[config.mk]
export PLATFORM = sky130hd
export DESIGN_NAME = seirq_ctrl
export DESIGN_NICKNAME = d
export VERILOG_FILES = /design/src/rtl/seirq_pkg.sv /design/src/rtl/seirq_cfg.sv /design/src/rtl/seirq_lvl.sv /design/src/rtl/seirq_stat.sv /design/src/rtl/seirq_ctrl.sv
export SDC_FILE = /design/constraint.sdc
export NUM_CORES = 1
export LEC_CHECK = 0
export ABC_AREA = 1
export ABC_CLOCK_PERIOD_IN_PS = 1700
export BUFFER_PORTS_ARGS = -buffer_cell sky130_fd_sc_hd__buf_2
export CAP_MARGIN = 5
export CORE_ASPECT_RATIO = 1.2
export CORE_UTILIZATION = 52
export DETAILED_ROUTE_END_ITERATION = 6
export PLACE_DENSITY = 0.87
export SETUP_SLACK_MARGIN = 0.15
export SLEW_MARGIN = 10
export SYNTH_ARGS = -nofsm -noshare
export SYNTH_HDL_FRONTEND = slang
export SYNTH_SLANG_ARGS = --single-unit
[constraint.sdc]
create_clock -name clk -period 1.7 [get_ports clk]
set_input_delay 0.17 -clock clk [delete_from_list [all_inputs] [get_ports clk]]
set_output_delay 0.17 -clock clk [all_outputs]
set_load 0.03 [all_outputs]
[src/rtl/seirq_pkg.sv]
package seirq_pkg;
  // status word layout: event bits first, then the two level bits
  localparam int NEVT    = 11;
  localparam int NSRC    = 13;
  localparam int B_TXWM  = 11;
  localparam int B_RXWM  = 12;

  typedef enum logic [2:0] {
    SEL_EN   = 3'd0,
    SEL_CLR  = 3'd1,
    SEL_TXWM = 3'd2,
    SEL_RXWM = 3'd3,
    SEL_RFR  = 3'd4
  } cfg_sel_e;
endpackage

[src/rtl/seirq_cfg.sv]
module seirq_cfg
  import seirq_pkg::*;
#(
  parameter int DEPTH = 16,
  parameter int LVLW  = 5,
  parameter int DATAW = 16
) (
  input  logic             clk,
  input  logic             rst,
  input  logic             we,
  input  logic [2:0]       sel,
  input  logic [DATAW-1:0] wdata,
  output logic [NSRC-1:0]  en_next,
  output logic [NSRC-1:0]  en_q,
  output logic [NSRC-1:0]  clr_mask,
  output logic [LVLW-1:0]  tx_wm_q,
  output logic [LVLW-1:0]  rx_wm_q,
  output logic [LVLW-1:0]  rfr_q
);
  localparam logic [LVLW-1:0] RXWM_RST = LVLW'(DEPTH - 3);
  localparam logic [LVLW-1:0] RFR_RST  = LVLW'(DEPTH - 2);

  logic [NSRC-1:0] wd_src;
  logic [LVLW-1:0] wd_lvl;

  assign wd_src = wdata[NSRC-1:0];
  assign wd_lvl = wdata[LVLW-1:0];

  always_comb begin
    en_next  = en_q;
    clr_mask = '0;
    if (we && sel == SEL_EN)  en_next  = wd_src;
    if (we && sel == SEL_CLR) clr_mask = wd_src;
  end

  always_ff @(posedge clk) begin
    if (rst) begin
      en_q    <= '0;
      tx_wm_q <= '0;
      rx_wm_q <= RXWM_RST;
      rfr_q   <= RFR_RST;
    end else begin
      en_q <= en_next;
      if (we && sel == SEL_TXWM) tx_wm_q <= wd_lvl;
      if (we && sel == SEL_RXWM) rx_wm_q <= wd_lvl;
      if (we && sel == SEL_RFR)  rfr_q   <= wd_lvl;
    end
  end
endmodule

[src/rtl/seirq_lvl.sv]
module seirq_lvl #(
  parameter int LVLW = 5
) (
  input  logic            clk,
  input  logic            rst,
  input  logic [LVLW-1:0] tx_fill,
  input  logic [LVLW-1:0] rx_fill,
  input  logic [LVLW-1:0] tx_wm,
  input  logic [LVLW-1:0] rx_wm,
  input  logic [LVLW-1:0] rfr,
  output logic [1:0]      hit,
  output logic            rx_rdy
);
  // hit[0]: transmit drained to level (level 0 disables)
  // hit[1]: receive filled to level (empty FIFO never hits)
  assign hit[0] = (tx_wm != '0) && (tx_fill <= tx_wm);
  assign hit[1] = (rx_fill != '0) && (rx_fill >= rx_wm);

  always_ff @(posedge clk) begin
    if (rst) rx_rdy <= 1'b0;
    else     rx_rdy <= (rx_fill < rfr);
  end
endmodule

[src/rtl/seirq_stat.sv]
module seirq_stat
  import seirq_pkg::*;
(
  input  logic            clk,
  input  logic            rst,
  input  logic [NEVT-1:0] evt,
  input  logic [1:0]      lvl_hit,
  input  logic [NSRC-1:0] clr_mask,
  input  logic [NSRC-1:0] en_next,
  output logic [NSRC-1:0] status,
  output logic            irq
);
  logic [NSRC-1:0] set_v;
  logic [NSRC-1:0] st_next;

  for (genvar i = 0; i < NSRC; i++) begin : g_bit
    if (i < NEVT) begin : g_edge
      assign set_v[i] = evt[i];
    end else begin : g_level
      assign set_v[i] = lvl_hit[i-NEVT];
    end
    // a source that fires on the clearing edge wins over the clear
    assign st_next[i] = (status[i] & ~clr_mask[i]) | set_v[i];
  end

  always_ff @(posedge clk) begin
    if (rst) begin
      status <= '0;
      irq    <= 1'b0;
    end else begin
      status <= st_next;
      irq    <= |(st_next & en_next);
    end
  end
endmodule

[src/rtl/seirq_ctrl.sv]
module seirq_ctrl
  import seirq_pkg::*;
#(
  parameter int DEPTH = 16,
  parameter int DATAW = 16,
  localparam int LVLW = $clog2(DEPTH + 1)
) (
  input  logic             clk,
  input  logic             rst,
  input  logic [10:0]      evt_i,
  input  logic [LVLW-1:0]  tx_fill_i,
  input  logic [LVLW-1:0]  rx_fill_i,
  input  logic             cfg_we,
  input  logic [2:0]       cfg_sel,
  input  logic [DATAW-1:0] cfg_wdata,
  output logic [12:0]      status_o,
  output logic             irq_o,
  output logic             rx_rdy_o
);
  logic [NSRC-1:0] en_next, en_q, clr_mask;
  logic [LVLW-1:0] tx_wm_q, rx_wm_q, rfr_q;
  logic [1:0]      lvl_hit;

  seirq_cfg #(.DEPTH(DEPTH), .LVLW(LVLW), .DATAW(DATAW)) u_cfg (
    .clk(clk), .rst(rst), .we(cfg_we), .sel(cfg_sel), .wdata(cfg_wdata),
    .en_next(en_next), .en_q(en_q), .clr_mask(clr_mask),
    .tx_wm_q(tx_wm_q), .rx_wm_q(rx_wm_q), .rfr_q(rfr_q)
  );

  seirq_lvl #(.LVLW(LVLW)) u_lvl (
    .clk(clk), .rst(rst), .tx_fill(tx_fill_i), .rx_fill(rx_fill_i),
    .tx_wm(tx_wm_q), .rx_wm(rx_wm_q), .rfr(rfr_q),
    .hit(lvl_hit), .rx_rdy(rx_rdy_o)
  );

  seirq_stat u_stat (
    .clk(clk), .rst(rst), .evt(evt_i), .lvl_hit(lvl_hit),
    .clr_mask(clr_mask), .en_next(en_next),
    .status(status_o), .irq(irq_o)
  );
endmodule

# After elaboration in Yosys (flattened, before gate mapping)
# Cells that the tools add are included.
# totals
regBits,43
in_bits,43
output_inout_bits,15
word_cells,67
# op_classes
n_lt_le_gt_ge,3
eq_ne,4
n_mux,2
n_bitwise,40
reduce_logical,11
# op_table
op,count
$mux W13,2
$and A1 B1 Y1,13
$and A13 B13 Y13,1
$not A1 Y1,13
$or A1 B1 Y1,13
$reduce_or A13 Y1,1
$reduce_bool A5 Y1,2
$logic_and A1 B1 Y1,7
$eq A3 B2 Y1 const B,2
$ge A5 B5 Y1,1
$le A5 B5 Y1,1
$lt A5 B5 Y1,1
$eq A3 B1 Y1 const B,1
$eq A3 B3 Y1 const B,1
$logic_not A3 Y1,1

# Depth between registers and ports, before layout
# Gate-level depths: netlist of the first run.
# depth
depth_word,8
ltp_mapped,13
mapped_depth_nobuf,13

# By module
# From an unflattened synthesis of the first run, not the netlist that was laid out.
# hier_totals
hier_cells,387
hier_area_um2,2431.1
# modules_own_cells
module,n_inst,cells_each,area_per_inst_um2,seq_area_each_um2
seirq_cfg,1,212,1338.8,560.5
seirq_stat,1,106,651.9,280.3
seirq_lvl,1,69,440.4,20.0

# Worst setup path before layout of the first run
# No wires, ideal clock.
# synth_path
path_kind,register to register
start,register u_cfg.rx_wm_q[2]
end,register u_stat.irq
setup_ps,112
arrival_ps,1289
required_ps,1588
path_slack_ps,299
stages_incl_launch_ff,11
n_path_buf,0
period_less_slack_ps,1401
cell_sequence,dfxtp_1 -> inv_1 -> ha_1 -> a21oi_1 -> o21ai_0 -> a21oi_1 -> nor2_1 -> o21ai_0 -> nand2_1 -> nand3_1 -> nand2_1
# synth_via
elab_chain_cells,5
# synth_rtl
element,line,source
start: declaration,seirq_cfg.sv:17,"output logic [LVLW-1:0] rx_wm_q,"
start signal: assignment,seirq_cfg.sv:45,if (we && sel == SEL_RXWM) rx_wm_q <= wd_lvl;
$ge A5 B5 Y1,seirq_lvl.sv:17,assign hit[1] = (rx_fill != '0) && (rx_fill >= rx_wm);
$logic_and A1 B1 Y1,seirq_lvl.sv:17,
$or A1 B1 Y1,seirq_stat.sv:23,assign st_next[i] = (status[i] & ~clr_mask[i]) | set_v[i];
$and A13 B13 Y13,seirq_stat.sv:32,irq <= |(st_next & en_next);
$reduce_or A13 Y1,seirq_stat.sv:32,
end signal: assignment,seirq_stat.sv:32,
end: declaration,seirq_stat.sv:11,output logic irq
# No other way between the ends.
# A chain may end at the register's enable or synchronous reset.

# Worst setup path in the final report of the first run
# layout_path
start,register u_cfg.tx_wm_q[3]
end,register u_stat.irq
# layout_via
elab_chain_cells,5
word_cells_on_any_way,6
classes_between,1 x order compare; 2 x bitwise; 3 x reduce/logical
# layout_rtl
element,line,source
start: declaration,seirq_cfg.sv:16,"output logic [LVLW-1:0] tx_wm_q,"
start signal: assignment,seirq_cfg.sv:44,if (we && sel == SEL_TXWM) tx_wm_q <= wd_lvl;
$le A5 B5 Y1 / $reduce_bool A5 Y1 (equally long branches),seirq_lvl.sv:16,assign hit[0] = (tx_wm != '0) && (tx_fill <= tx_wm);
$logic_and A1 B1 Y1 *,seirq_lvl.sv:16,
$or A1 B1 Y1 *,seirq_stat.sv:23,
$and A13 B13 Y13 *,seirq_stat.sv:32,
$reduce_or A13 Y1 *,seirq_stat.sv:32,
# Mark *: on every way between the ends. The rest lies on a longest branch, timed or not.

==> flow_summary.ini, run 1 <==
[yosys]
ys_seq_area_share_pct = 39.93
synthSimpleGateAreaFrac_pct = 27.34
synth.distinct_cells = 23
yosysTopAreaCellShare_pct = 39.93
synth_fa_ha_area_share_pct = 8.125
synth-seq-cells = 43
synth_area_mm2 = 0.002156
synth_area_per_cell_um2 = 7.092
synth_cells = 304
synth_area_leaders = dfxtp_1 (40%), nand2_1 (13%), a21oi_1 (8.1%), ha_1 (8.1%), inv_1 (7.8%)
synth_top_area_cell = dfxtp_1
yosys_warnings = 0
muxShareOfSynthArea_pct = 0
syn-num-nets = 361
synth-compound-area-share_pct = 14.34
synth_xor_area_share_pct = 0
synth_top_family_by_area = simple AND/OR/NAND/NOR gates

[timing]
fin_crit_ps = 1482
setup_viol_count_final = 0
rsz0062_at_grt = true
slew_violations = 0
hold_violations = 0
slew-limit-headroom_pct = 75.12
tightest_slew_ps = 372.7
fin_crit_sh_pct = 87.16
fmax_mhz = 674.9
fin_skew_ps = 6.393
tns_ps = 0

[drt]
top_layer = met4
vias_per_cell = 4.917
dr.pass1.iters = 4
wl_met1_mm = 2.038
wl_per_cell_um = 11.41
ant_nets = 0
route.detailed.drc = 0
met2WireLength_mm = 2.454
vias = 2065
wl_mm = 4.794
met3_length_um = 232
drtIter0Drc = 67

[grt]
grt_max_degree = 30
globalRouteOverflowTotal = 0
grt_pass1_vias = 1924
grt_pass1_wl_mm = 7.714
antenna_found_initial = 0
grt_use_total_pct = 22.98

[cts]
h-tree-depth = 2
cts_inserted_buffers = 5
clkTransAtPathRegs_ps = 70
cts_root_buf = clkbuf_8
cts_num_sinks = 43
cts_tree = done
clk_path_buf_depth = 2
clock_latency_ps = 290

[hold_path]
hold_path_depth = 3
whs_endpoint = u_stat.status[1]$_SDFF_PP0_
min-delay-start = evt_i[1]
min_path_type = input port to flip-flop

[final_layout]
most-common-layout-cells = nand2_1 (73), buf_2 (54), inv_1 (42)
drive_gt1_share_pct = 26.78
synthToLayoutAreaGrowth_pct = 24.43
final_cell_area_mm2 = 0.002683
nets = 422
fillers = 345
diodes = 0
final_common_cell = nand2_1
utilization_pct = 68.06

[die]
rows = 25
die_w_um = 60.78
start_util_pct = 54.70
die_h_um = 72.53
ioPinCount = 58
coreArea_mm2 = 0.003941
die_area_mm2 = 0.004408

[pwr]
total_power_w = 0.002117
vdd.ir_drop.worst_uv = 552.3
powerDensity_mw_per_mm2 = 789.3
p_leak_nw = 1.390

[place]
place_hpwl_mm = 3.436
dpl_cell_area_mm2 = 0.002475
gp_congestion = 0.7712
port_buffers = 54

[critical_path]
path_class = flip-flop to flip-flop
crit_path_max_fanout = 2
cp-end-kind = flip-flop
cp.required_ps = 1890
r2r_setup_slack_ps = 220
timing.critical_path.from = u_cfg.tx_wm_q[3]$_SDFFE_PP0P_
start_kind = flip-flop
cp.arrival_ps = 1670
r2r_end = u_stat.irq$_SDFF_PP0_
r2r_start = u_cfg.tx_wm_q[3]$_SDFFE_PP0P_
worstRegToRegCells = 13

[status]
status = complete, no violations

[job]
max_cap_viol_count = 0
## worst max-delay path, stage by stage (launching register included)
cell,delay [ps]
dfxtp_2,340
inv_2,60
ha_4,260
nand2_4,50
nor2_4,100
nand2_1,60
nand3_1,60
nand2_1,60
nand2_2,70
nand2_1,50
nand2_1,60
nand4_1,90
nand2_1,70
nand2_1,60
## registers in the layout (all words and copies together) (netlist names)
name           flops
u_cfg.en_q        13
u_stat.status     13
u_cfg.rfr_q        5
u_cfg.rx_wm_q      5
u_cfg.tx_wm_q      5
u_lvl.rx_rdy       1
u_stat.irq         1
## layout make-up
type	instances	area [um2]	area share, %
tap	54	67.56	2.519
inverter	46	172.7	6.437
multi-input combinational	207	1164	43.38
clock buffer	5	68.82	2.565
sequential	43	864.6	32.23
timing repair buffer	62	330.3	12.31
clock inverter	3	15.01	0.5597
## cells in the mapped netlist
cell,instances
ha_1,14
nor2_4,3
nor3_1,3
buf_1,1
dfxtp_1,43
buf_2,3
nand4_1,2
nand3_1,25
nor2_1,20
clkbuf_1,2
o21a_1,3
buf_6,2
o21ai_1,1
inv_1,45
inv_2,1
o21ai_2,1
nand2_1,76
nor2_2,1
o21ai_0,15
nand2_4,1
o211ai_1,3
nand2_2,4
a21oi_1,35
## cell families (layout without fill, tap and decap cells)
| logic type | after synthesis | count (layout) |
|---|---|---|
| AO/OA/AOI/OAI | 58 | 58 |
| adder cells (fa/ha/maj) | 14 | 14 |
| buffers and inverters | 54 | 116 |
| flip-flops | 43 | 43 |
| AND/OR/NAND/NOR | 135 | 135 |
## timing repair
item	4_1_cts	5_1_grt
hold buffers	0	0
endpoints found under the setup margin	1	2
buffers inserted	0	4
pin swaps	1	9
resized for setup	2	18
## report_power, final
group          internal [W]  switching [W]
combinational      0.000160       0.000261
clock              0.000281       0.000338
sequential          0.00106      0.0000205
total               0.00150       0.000619
## metal layers
layer | vias to the layer above | track usage [%]
li1 | 1097 | -
met1 | 901 | 26.76
met2 | 58 | 41.15
met3 | 9 | 3.209
met4 | 0 | 9.343
met5 | - | 0
## how the worst max path moves through the flow
stage                            endpoint  slack [ps]
floorplan           u_stat.irq$_SDFF_PP0_         300
global placement    u_stat.irq$_SDFF_PP0_         130
detailed placement  u_stat.irq$_SDFF_PP0_         110
CTS                 u_stat.irq$_SDFF_PP0_         150
global route        u_stat.irq$_SDFF_PP0_          60
finish              u_stat.irq$_SDFF_PP0_         220
## through the flow
stage	setup WS [ps]	hold slack, ps	std cells
6_report	218.2	103.0	420
5_1_grt	60.91	134.2	420
4_1_cts	152.1	98.77	416
3_5_place_dp	109.4	405.4	408
3_3_place_gp	131.6	402.1	408
2_1_floorplan	299.2	296.3	304
Power figures use the tool's default switching activity.
==> run 2: changes to the inputs <==
CORE_UTILIZATION = 54   (was 52)
CTS_BUF_LIST = sky130_fd_sc_hd__clkbuf_4 sky130_fd_sc_hd__clkbuf_8   (was not set)
PLACE_DENSITY = 0.9   (was 0.87)
==> run 2 against run 1 <==
  * Non-clock buffer count up 1
  * First-iteration DRC count increased by 48%
  * Core utilization rose by 4.6 points
  * Maximum frequency fell by 3.4%
  * Total power up 7.9%
  * Final area rose by 0.84%
  * Global-route usage grew 2.8 points
  * Clock skew down 2.1 ps
  * Via count is 2.0% higher
  * Critical path type unchanged
==> flow_summary.ini, run 2 (synthesized netlist as in run 1, its figures left out) <==
[hold_path]
min_path_type = input port to flip-flop
min-delay-start = evt_i[1]

[grt]
grt_max_degree = 30
grt_use_total_pct = 25.83
globalRouteOverflowTotal = 0
grt_pass1_vias = 2031
grt_pass1_wl_mm = 8.280
antenna_found_initial = 0

[cts]
cts_inserted_buffers = 5
clkTransAtPathRegs_ps = 80
cts_tree = done
cts_root_buf = clkbuf_8
cts_num_sinks = 43
clock_latency_ps = 290
h-tree-depth = 2
clk_path_buf_depth = 2

[final_layout]
diodes = 0
synthToLayoutAreaGrowth_pct = 25.48
most-common-layout-cells = nand2_1 (73), buf_2 (54), inv_1 (41)
drive_gt1_share_pct = 27.05
fillers = 319
nets = 423
reg_top3 = u_cfg.en_q (13), u_stat.status (13)
final_common_cell = nand2_1
utilization_pct = 72.65

[pwr]
powerDensity_mw_per_mm2 = 844.2
p_leak_nw = 1.402
vdd.ir_drop.worst_uv = 544.8

[drt]
vias_per_cell = 5.038
met3_length_um = 193
route.detailed.drc = 0
wl_mm = 5.073
drtIter0Drc = 99
top_layer = met4
dr.pass1.iters = 4
ant_nets = 0
wl_met1_mm = 2.093
vias = 2106
met2WireLength_mm = 2.658
wl_per_cell_um = 12.14

[critical_path]
r2r_setup_slack_ps = 170
cp.arrival_ps = 1720
crit_path_max_fanout = 2
r2r_start = u_cfg.tx_wm_q[1]$_SDFFE_PP0P_
cp.required_ps = 1890
start_kind = flip-flop
path_class = flip-flop to flip-flop
cp-end-kind = flip-flop
timing.critical_path.from = u_cfg.tx_wm_q[1]$_SDFFE_PP0P_

[die]
rows = 24
coreArea_mm2 = 0.003724
start_util_pct = 57.90
die_w_um = 59.68
die_h_um = 71.22
ioPinCount = 58
die_area_mm2 = 0.004250

[status]
status = complete, no violations

[timing]
slew_violations = 0
fmax_mhz = 652.2
rsz0062_at_grt = true
setup_viol_count_final = 0
fin_crit_sh_pct = 90.19
fin_skew_ps = 4.257
fin_crit_ps = 1533
tightest_slew_ps = 403.7
hold_violations = 0
slew-limit-headroom_pct = 73.06
tns_ps = 0

[place]
gp_congestion = 0.8471
place_hpwl_mm = 3.692
port_buffers = 54

[job]
max_cap_viol_count = 0
-- run 2: cell count changes in the layout (fill, tap and decap cells not counted) --
cell / delta
clkbuf_4: +1
inv_1: -1
buf_4: +1
nor2_2: +1
clkinv_2: -3
nor2_4: -1
bufinv_16: +1
inv_2: +1
-- run 2: timing repair --
item                       4_1_cts  5_1_grt
hold buffers                     0        0
cloned                           0        0
setup endpoints to repair        2        1
gates resized for setup          6       14
pin swaps                        1        6
buffers inserted                 0        4
-- run 2: area by class of cell --
class	instances	area (um2)	area share (%)
Clock inverter	1	30.03	1.110
Tap cell	52	65.06	2.405
Timing Repair Buffer	63	337.8	12.49
Sequential cell	43	864.6	31.96
Clock buffer	6	76.32	2.821
Inverter	46	172.7	6.383
Multi-Input combinational cell	207	1159	42.83
-- run 2: worst max-delay path: stages (launching register included) --
cell and delay (ps):
dfxtp_2 340, inv_2 50, ha_4 250, nand2_2 50, nor2_2 130, nand2_1 70
nand3_1 70, nand2_1 70, nand2_2 80, nand2_1 50, nand2_1 70, nand4_1 90
nand2_1 70, nand2_1 50
-- run 2: through the flow --
stage                     setup WS [ps]  instance area [um2]  total power, W  hold WS [ps]  instances
final                             166.7                 2705        0.002284         113.8        418
after global routing             -20.35                 2705        0.002393         129.7        418
after CTS                         156.7                 2610        0.002260         112.6        414
after detailed placement          88.22                 2480        0.001488         414.4        407
after global placement            171.4                 2480        0.001472         405.7        407
after floorplan                   299.2                 2156        0.001347         296.3        304
-- run 2: power by group --
part / switching [W] / internal [W] / total (W)
Sequential: 0.0000204 / 0.00106 / 0.00108
Combinational: 0.000266 / 0.000161 / 0.000427
Clock: 0.000333 / 0.000447 / 0.000779
Total: 0.000619 / 0.00166 / 0.00228
-- run 2: final timing paths --
path	to	depth (start not counted)
min	u_stat.status[1]$_SDFF_PP0_	3
max reg2reg	u_stat.irq$_SDFF_PP0_	13
min reg2reg	u_cfg.rfr_q[4]$_SDFFE_PP0P_	2
max	u_stat.irq$_SDFF_PP0_	13
-- run 2: metal layers --
layer	vias to the layer above	global-route usage, %
li1	1094	-
met1	944	27.45
met2	54	48.15
met3	14	5.235
met4	0	10.08
met5	-	0
==> run 3: changes to the inputs <==
ABC_AREA = not set   (was 1)
CORE_UTILIZATION = 53   (was 54)
PLACE_DENSITY = 0.89   (was 0.9)
REMOVE_ABC_BUFFERS = 1   (was not set)
==> run 3 against run 2 <==
  * Total power is 0.64% lower
  * Clock power grew 5.8%
  * Critical path depth decreased by 6
  * Maximum frequency decreased by 3.1%
  * Sequential power about the same
  * Die area is 4.6% lower
  * Core utilization is 0.16 points lower
  * Routed wire length shrank 4.3%
  * Setup slack worse by 48 ps
==> flow_summary.ini, run 3 <==
[yosys]
async_flop_share_pct = 0
synth_cells = 219
synth.distinct_cells = 33
synth_top_area_cell = dfxtp_1
synth-seq-cells = 43
synthTopCellsByCount = dfxtp_1 (43), nor2_1 (41), mux2i_1 (24)
synth_area_leaders = dfxtp_1 (43%), mux2i_1 (12%), ha_1 (8.7%), nor2_1 (7.6%), o22ai_1 (3.7%)
synth.most_common_cell = dfxtp_1
yosysTopAreaCellShare_pct = 42.71
synth_area_mm2 = 0.002016
synth_edf_count = 0
yosys_warnings = 0
synth_ff_type = dfxtp_1
ys_seq_area_share_pct = 42.71
synth_area_per_cell_um2 = 9.204

[grt]
antenna_found_initial = 0
grt_use_total_pct = 27.18
grt_pass1_wl_mm = 8.293
grt_max_degree = 15
grt_pass1_vias = 1879
globalRouteOverflowTotal = 0

[place]
dpl_cell_area_mm2 = 0.002407
placedCellCount = 330
port_buffers = 54
place_hpwl_mm = 3.562
gp_congestion = 0.8020

[cts]
clk_path_buf_depth = 2
h-tree-depth = 2
clkTransAtPathRegs_ps = 80
cts_tree = done
cts_inserted_buffers = 5
cts_num_sinks = 43
clock_latency_ps = 300
cts_hold_buffers = 0
cts_root_buf = clkbuf_8

[drt]
vias = 1839
dr.pass1.iters = 4
ant_nets = 0
drtIter0Drc = 59
wl_mm = 4.856
vias_per_cell = 5.393
route.detailed.drc = 0
wl_per_cell_um = 14.24

[final_layout]
final_common_cell = buf_2
final_cells = 341
most-common-layout-cells = buf_2 (54), nor2_1 (40), dfxtp_1 (40)
drive_gt1_share_pct = 32.87
fillers = 284
final_cell_area_mm2 = 0.002634
nets = 345
synthToLayoutAreaGrowth_pct = 30.66
reg_top3 = u_cfg.en_q (13), u_stat.status (13)
diodes = 0

[timing]
fmax_mhz = 632.3
fin_crit_ps = 1581
tightest_slew_ps = 355.9
slew-limit-headroom_pct = 76.21
setup_viol_count_final = 0
hold_violations = 0
fin_hold_ws_ps = 94.36
tns_ps = 0
fin_crit_sh_pct = 93.03
slew_violations = 0
fin_skew_ps = 5.949
rsz0062_at_grt = true

[die]
die_area_mm2 = 0.004055
coreArea_mm2 = 0.003633
ioPinCount = 58
die_h_um = 69.56
rows = 24
start_util_pct = 55.48
die_w_um = 58.30

[pwr]
p_leak_nw = 1.277
vdd.ir_drop.worst_uv = 904.5
powerDensity_mw_per_mm2 = 861.5

[status]
status = complete, no violations

[critical_path]
r2r_end = u_stat.irq$_SDFF_PP0_
worstRegToRegCells = 7
cp.required_ps = 1880
crit_path_max_fanout = 2
cp-end-kind = flip-flop
start_kind = flip-flop
r2r_setup_slack_ps = 120
critPathCapture = u_stat.irq$_SDFF_PP0_
path_class = flip-flop to flip-flop
r2r_start = u_cfg.tx_wm_q[2]$_SDFFE_PP0P_
cp.arrival_ps = 1760
timing.critical_path.from = u_cfg.tx_wm_q[2]$_SDFFE_PP0P_

[hold_path]
min_path_type = input port to flip-flop

[job]
max_cap_viol_count = 0
==> run 3: cell count changes after synthesis, sizes merged, moves of 5 or more <==
cell / delta
nand2: -74
a21oi: -31
inv: -28
mux2i: +24
nand3: -23
nor2: +17
o22ai: +12
o21ai: -11
nand2b: +10
buf: -5
==> run 3: where the power goes <==
part           total, W  internal, W  switching, W
Clock          0.000824     0.000475      0.000349
Sequential      0.00107      0.00105     0.0000185
Combinational  0.000378     0.000163      0.000215
==> run 3: worst max-delay path: stages, from the launching register on <==
cell	delay, ps
dfxtp_2	340
inv_2	50
ha_4	260
nand4_1	110
o221a_2	290
a2bb2oi_2	180
o21ai_1	160
nand4_1	90
==> run 3: cell type report <==
cell class,instances,area [um2],area share [%]
inverters,18,67.56,2.565
repair buffers,69,382.9,14.54
clock buffers,6,82.58,3.135
flip-flops and latches,43,864.6,32.83
well taps,52,65.06,2.470
multi-input cells,151,1136,43.14
clock inverters,2,35.03,1.330
==> run 3: worst min-delay path by stage <==
stage	start	to	depth (start not counted)
6_report	evt_i[4]	u_stat.status[4]$_SDFF_PP0_	2
5_1_grt	evt_i[1]	u_stat.status[1]$_SDFF_PP0_	2
4_1_cts	evt_i[1]	u_stat.status[1]$_SDFF_PP0_	2
3_5_place_dp	evt_i[1]	u_stat.status[1]$_SDFF_PP0_	2
3_3_place_gp	evt_i[1]	u_stat.status[1]$_SDFF_PP0_	2
2_1_floorplan	rst	u_cfg.en_q[0]$_SDFF_PP0_	1
==> run 3: through the flow <==
stage | worst slack (ps) | util [%] | total power, W
after global routing | 45.65 | 72.49 | 0.002373
final | 118.5 | 72.49 | 0.002269
after CTS | 115.8 | 71.73 | 0.002271
after floorplan | -208.7 | - | 0.001278
after global placement | -39.89 | 66.25 | 0.001423
after detailed placement | -127.7 | 66.25 | 0.001435
==> run 3: logic make-up (layout without fill, tap and decap cells) <==
family | count (synthesis) | after routing | synth area share, %
AOI/OAI and AO/OA | 43 | 43 | 14.46
DFF | 43 | 43 | 42.71
and+or+nand+nor | 70 | 70 | 17.19
adders and majority gates | 14 | 14 | 8.690
buffers and inverters | 25 | 95 | 5.028
muxes | 24 | 24 | 11.92
==> run 3: what timing repair did <==
item | in CTS | in global routing
setup buffers | 3 | 0
resized for setup | 15 | 5
hold endpoints to repair | 0 | 0
setup endpoints to repair | 3 | 4
pin swaps | 7 | 5
==> run 3: metal layers <==
layer	wire, um	part of all wire (%)	global-route usage (%)
met2	2334	48	45.08
met5	0	0	0
met4	138	2.8	11.64
met3	283	5.8	8.209
met1	2100	43	31.89
